### src/rtl/sg_walker_pkg.sv
package sg_walker_pkg;

    localparam int DESC_ADDR_W = 32;
    localparam int REGION_W    = 17;

    typedef enum logic [2:0] {
        ST_IDLE,
        ST_CHECK,
        ST_FETCH_REQ,
        ST_FETCH_WAIT,
        ST_MOVE,
        ST_DONE,
        ST_SHORT
    } walk_state_t;

    typedef struct packed {
        logic [DESC_ADDR_W-1:0] addr;
        logic [REGION_W-1:0]    len;
        logic                   last;
    } region_t;

endpackage

### src/rtl/sg_desc_decode.sv
module sg_desc_decode
    import sg_walker_pkg::*;
(
    input  logic [63:0] word,
    output region_t     region
);
    logic [15:0] masked;

    always_comb begin
        masked      = word[47:32] & 16'hFFFE;
        region.addr = word[31:0];
        region.last = word[63];
        if (masked == 16'h0000) begin
            region.len = REGION_W'(17'h10000);
        end else begin
            region.len = REGION_W'(masked);
        end
    end
endmodule

### src/rtl/sg_chunk_calc.sv
module sg_chunk_calc #(
    parameter int BUF_W     = 17,
    parameter int REGION_W  = 17,
    parameter int MAX_BURST = 64,
    localparam int CHUNK_W  = $clog2(MAX_BURST + 1)
) (
    input  logic [BUF_W-1:0]    buf_left,
    input  logic [REGION_W-1:0] reg_left,
    output logic [CHUNK_W-1:0]  chunk
);
    localparam int CMP_W = ((BUF_W > REGION_W) ? BUF_W : REGION_W) + 1;

    logic [CMP_W-1:0] a_w, b_w, m_w;

    always_comb begin
        a_w = CMP_W'(buf_left);
        b_w = CMP_W'(reg_left);
        m_w = (a_w < b_w) ? a_w : b_w;
        if (m_w > CMP_W'(MAX_BURST)) begin
            m_w = CMP_W'(MAX_BURST);
        end
        chunk = CHUNK_W'(m_w);
    end
endmodule

### src/rtl/sg_walker.sv
module sg_walker
    import sg_walker_pkg::*;
#(
    parameter int BUF_W       = 17,
    parameter int MAX_BURST   = 64,
    parameter int TABLE_LIMIT = 4096,
    parameter int DESC_BYTES  = 8,
    localparam int CHUNK_W    = $clog2(MAX_BURST + 1)
) (
    input  logic                   clk,
    input  logic                   rst,
    input  logic                   base_wr,
    input  logic [DESC_ADDR_W-1:0] base_data,
    input  logic                   start,
    input  logic                   resume,
    input  logic                   dir,
    input  logic [BUF_W-1:0]       buf_bytes,
    output logic                   desc_req_valid,
    input  logic                   desc_req_ready,
    output logic [DESC_ADDR_W-1:0] desc_req_addr,
    input  logic                   desc_rsp_valid,
    input  logic [63:0]            desc_rsp_data,
    output logic                   xfer_valid,
    input  logic                   xfer_ready,
    output logic [DESC_ADDR_W-1:0] xfer_addr,
    output logic [CHUNK_W-1:0]     xfer_len,
    output logic [BUF_W-1:0]       xfer_buf_off,
    output logic                   xfer_write,
    output logic                   busy,
    output logic                   done,
    output logic                   incomplete
);
    walk_state_t            state_q, state_d;
    logic [DESC_ADDR_W-1:0] base_q, ptr_q;
    region_t                cur_q, decoded;
    logic [BUF_W-1:0]       left_q, off_q;
    logic                   write_q;
    logic [CHUNK_W-1:0]     chunk;
    logic                   table_end;

    sg_desc_decode u_decode (
        .word   (desc_rsp_data),
        .region (decoded)
    );

    sg_chunk_calc #(
        .BUF_W     (BUF_W),
        .REGION_W  (REGION_W),
        .MAX_BURST (MAX_BURST)
    ) u_chunk (
        .buf_left (left_q),
        .reg_left (cur_q.len),
        .chunk    (chunk)
    );

    assign table_end = cur_q.last ||
                       ((ptr_q - base_q) >= DESC_ADDR_W'(TABLE_LIMIT));

    always_ff @(posedge clk) begin
        if (rst) begin
            state_q <= ST_IDLE;
        end else begin
            state_q <= state_d;
        end
    end

    always_comb begin
        state_d = state_q;
        unique case (state_q)
            ST_IDLE:       if (start) state_d = ST_CHECK;
            ST_CHECK: begin
                if (left_q == '0) begin
                    state_d = ST_DONE;
                end else if (cur_q.len == '0) begin
                    state_d = table_end ? ST_SHORT : ST_FETCH_REQ;
                end else begin
                    state_d = ST_MOVE;
                end
            end
            ST_FETCH_REQ:  if (desc_req_ready) state_d = ST_FETCH_WAIT;
            ST_FETCH_WAIT: if (desc_rsp_valid) state_d = ST_CHECK;
            ST_MOVE:       if (xfer_ready) state_d = ST_CHECK;
            ST_DONE:       state_d = ST_IDLE;
            ST_SHORT:      state_d = ST_IDLE;
            default:       state_d = ST_IDLE;
        endcase
    end

    always_ff @(posedge clk) begin
        if (rst) begin
            base_q  <= '0;
            ptr_q   <= '0;
            cur_q   <= '0;
            left_q  <= '0;
            off_q   <= '0;
            write_q <= 1'b0;
        end else begin
            if (base_wr) begin
                base_q <= {base_data[DESC_ADDR_W-1:2], 2'b00};
            end
            if (state_q == ST_IDLE && start) begin
                left_q  <= buf_bytes;
                off_q   <= '0;
                write_q <= dir;
                if (!resume) begin
                    ptr_q <= base_q;
                    cur_q <= '0;
                end
            end
            if (state_q == ST_FETCH_WAIT && desc_rsp_valid) begin
                cur_q <= decoded;
                ptr_q <= ptr_q + DESC_ADDR_W'(DESC_BYTES);
            end
            if (state_q == ST_MOVE && xfer_ready) begin
                cur_q.addr <= cur_q.addr + DESC_ADDR_W'(chunk);
                cur_q.len  <= cur_q.len - REGION_W'(chunk);
                left_q     <= left_q - BUF_W'(chunk);
                off_q      <= off_q + BUF_W'(chunk);
            end
        end
    end

    always_comb begin
        busy           = (state_q != ST_IDLE) && (state_q != ST_DONE) &&
                         (state_q != ST_SHORT);
        done           = (state_q == ST_DONE);
        incomplete     = (state_q == ST_SHORT);
        desc_req_valid = (state_q == ST_FETCH_REQ);
        desc_req_addr  = ptr_q;
        xfer_valid     = (state_q == ST_MOVE);
        xfer_addr      = cur_q.addr;
        xfer_len       = chunk;
        xfer_buf_off   = off_q;
        xfer_write     = write_q;
    end
endmodule

### config.mk
export PLATFORM = sky130hd
export DESIGN_NAME = sg_walker
export DESIGN_NICKNAME = d
export VERILOG_FILES = /design/src/rtl/sg_walker_pkg.sv /design/src/rtl/sg_desc_decode.sv /design/src/rtl/sg_chunk_calc.sv /design/src/rtl/sg_walker.sv
export SDC_FILE = /design/constraint.sdc
export NUM_CORES = 1
export LEC_CHECK = 0
export BUFFER_PORTS_ARGS = -buffer_cell sky130_fd_sc_hd__buf_2
export CAP_MARGIN = 20
export CORE_MARGIN = 2
export CORE_UTILIZATION = 45
export CTS_BUF_LIST = sky130_fd_sc_hd__clkbuf_2
export DETAILED_ROUTE_END_ITERATION = 8
export GPL_TIMING_DRIVEN = 0
export PLACE_DENSITY_LB_ADDON = 0.15
export SLEW_MARGIN = 20
export SYNTH_ARGS = -nofsm -noshare
export SYNTH_HDL_FRONTEND = slang
export SYNTH_SLANG_ARGS = --single-unit
### constraint.sdc
create_clock -name clk -period 5.89 [get_ports clk]
set_clock_uncertainty 0.2 [all_clocks]
set_input_delay 0.2945 -clock clk [delete_from_list [all_inputs] [get_ports clk]]
set_output_delay 0.2945 -clock clk [all_outputs]
set_load 0.1 [all_outputs]
==> summary.md <==
| Metric | Value |
|---|---|
| Max-Slew Margin vs Limit | 0.3334 |
| Area grow syn2layout | 24.64% |
| Crit Path Class | flop to flop |
| Fill cell count | approximately 2300 |
| Vias in the first global route | between 10000 and 15000 |
| Post-synth EDFFs | 0 |
| Crit share post-route | 0.9417 |
| WP data required | around 6.3 ns |
| Pre-Repair DR Iteration Count | 6 |
| Pwr per Cell Area | 399.4 nW/µm² |
| Starting density of the core | 0.4606 |
| Top-count cell post-synth | dfxtp_1 |
| Synth top cells by count | 148 x dfxtp_1, 146 x nor2_1, 117 x a21oi_1 |
| Setup TNS Final | 0 ns |
| DRT iter0 DRCs | 1222 |
| Launching element type of the critical path | flop |
| H-Tree Depth | 4 |
| Top cells by area, synth | dfxtp_1 27%, ha_1 8.5%, a21oi_1 5.4% |
| Total power | about 0.0054 W |
| Max-cap viol count | 0 |
| Crit end category | flop |
| Number of antenna violations at the first check in global routing | 1 |
| Final setup viols | 0 |
| CTS buffer count | 17 |
| GRT Total Usage | 0.3236 |
| Final Slew Violations | 0 |
| Syn Inst Count | 1433 |
| Die height | 159.5 µm |
| LEAKAGE | around 5.7 nW |
| Row cnt | 56 |
| Syn avg cell area | 7.589 µm² |
| Min Hold Slack | around 0.052 ns |
| Clk sink count | around 150 |
| Seq cells post-synth | about 150 |
| Worst-path clk slew | ~0.27 ns |
| Grt ovf | 0 |
| Die area | 25430 µm² |
| Core area | around 24000 µm² |
| Wire length per cell | roughly 20 µm |
| Worst Slack Setup Final | 0.3437 ns |
| Clock Latency Late Sink | between 0.7 and 0.8 ns |
| Yosys top cell by area | dfxtp_1 |
| I/O Buffers | around 190 |
| Post-Syn Area | between 10000 and 15000 µm² |
| Vias/cell | approximately 6.0 |
| Routability cong. | 0.9373 |
| WP data arrival | ~6 ns |
| CTS tree | yes |
| Fin. Hold Viols | 0 |
| Detailed Place HPWL | a little over 30 mm |
| Sequential area share after synthesis | 0.2724 |
| DIE WIDTH | around 160 µm |
| Fmax | between 150 and 200 MHz |
| Dpl ws | -0.1932 ns |
| Final ANT Viol Nets | 0 |
| Shortest period the worst path allows | ~5.5 ns |
| Yosys cell types | 72 |
| Top-Level Pins | ~220 |
| Total number of vias | 12470 |
| Outcome | completed |
| Share of layout cells above drive strength 1 | 0.1706 |
| First-pass GRT wire length | 65.24 mm |
| DRC | 0 |
| Worst slew pin tran | about 1.0 ns |
| Hold crit path type | input port to flop |
| CTS max path bufs | 2 |
| Area share of the largest cell type after synthesis | 0.2724 |
| Top fanout value on the critical path | 7 |
| Largest net degree at the start of global routing | 17 |
| Asr flop ratio synth | 0 |
| Main synth FF type | dfxtp_1 |
| Final wirelength | around 42 mm |
| Max IR drop VDD | 0.0008208 V |
| Final #Nets | roughly 2000 |
| Clock root cell | clkbuf_2 |
| Yosys warning total | 0 |
==> flip-flops by register name, indices dropped and copies added, names as in the netlist <==
| signal | cells |
|---|---|
| xfer_addr | 32 |
| base_q | 30 |
| desc_req_addr | 30 |
| cur_q | 18 |
| left_q | 17 |
| xfer_buf_off | 17 |
| state_q | 3 |
| xfer_write | 1 |
==> cells in the final DEF (no fill, tap or decap), types with 19 or more instances in the layout <==
cell type	Yosys	routed
buf_2	6	200
dfxtp_1	148	148
nor2_1	146	146
a21oi_1	117	116
nand2_1	111	111
dlygate4sd3_1	0	102
inv_1	87	87
ha_1	74	74
o21ai_0	73	73
clkbuf_1	66	64
nand3_1	50	50
nor3_1	43	43
buf_4	34	37
a31oi_1	34	34
mux2i_1	34	34
a21o_1	26	26
nand4_1	25	25
a22oi_1	31	25
xnor2_1	20	20
clkbuf_2	0	19
==> worst max-delay path, stage by stage, from the launching register on <==
cell and delay [ns]:
dfxtp_1 0.46, inv_1 0.13, ha_1 0.31, a21o_1 0.16, a21o_1 0.18, a211o_1 0.34, a211oi_2 0.22, a21oi_1 0.12
o21ai_2 0.22, nand4_2 0.27, a22oi_2 0.37, ha_1 0.22, inv_1 0.05, fa_1 0.40, nor2b_1 0.13, o21ai_0 0.11
a21boi_0 0.26, o21a_1 0.18, o21a_1 0.22, o21ai_0 0.20, nor3_1 0.36, mux2i_1 0.22, a21oi_1 0.08
==> final timing paths <==
path / slack [ns] / endpoint / cells after the start / startpoint
hold reg to reg: 0.27 / desc_req_addr[2] / 2 / base_q[2]
setup / recovery: 0.34 / xfer_addr[28] / 22 / cur_q[2]
setup reg to reg: 0.34 / xfer_addr[28] / 22 / cur_q[2]
hold / removal: 0.05 / xfer_write / 4 / dir
==> area by class of cell <==
cell class | instances | area [µm²] | share of cell area
flip-flops and latches | 148 | 2963 | 0.2186
plain buffers | 115 | 568.0 | 0.04191
repair buffers | 299 | 2014 | 0.1486
well taps | 319 | 399.1 | 0.02944
multi-input cells | 1083 | 7061 | 0.5209
clock buffers | 18 | 90.09 | 0.006646
clock inverters | 14 | 126.4 | 0.009322
inverters | 87 | 326.6 | 0.02409
diodes | 3 | 7.507 | 0.0005538
==> metal layers <==
metal | up-vias | share of wire | wire length [µm] | track usage
met4 | 0 | 0.039 | 1638 | 0.1240
met5 | - | 0 | 0 | 0
li1 | 5910 | - | - | -
met3 | 100 | 0.077 | 3269 | 0.06538
met1 | 5879 | 0.43 | 18040 | 0.4159
met2 | 581 | 0.46 | 19420 | 0.5340
==> power breakdown <==
part / internal (W) / switching (W)
registers: 0.00111 / 0.000155
clock network: 0.000159 / 0.000431
logic: 0.00115 / 0.00240
total: 0.00242 / 0.00299
==> what timing repair did <==
item                       CTS  global route
gates cloned                 0             0
hold endpoints to repair   100             0
resized for setup            2             3
hold buffers               102             0
setup endpoints to repair   13            32
buffers inserted             0             3
pin swaps                    0             2
==> through the flow <==
stage	instance area (µm²)	utilization	cells
final	13560	0.5741	2086
after global routing	13560	0.5741	2086
after CTS	13520	0.5728	2081
after detailed placement	12280	0.5200	1947
after global placement	12280	0.5200	1947
after floorplan	10910	-	1434
==> logic make-up after synthesis <==
kind of cell	count (synthesis)	share of synthesized area
simple gates	491	0.2210
compound gates	438	0.2655
buf+inv	203	0.08249
flops	148	0.2724
fa+ha+maj	79	0.09434
mux	39	0.03647
xor+xnor	34	0.02738
other cells	1	0.0003448
Note: power is estimated with default switching activity, not from simulation.
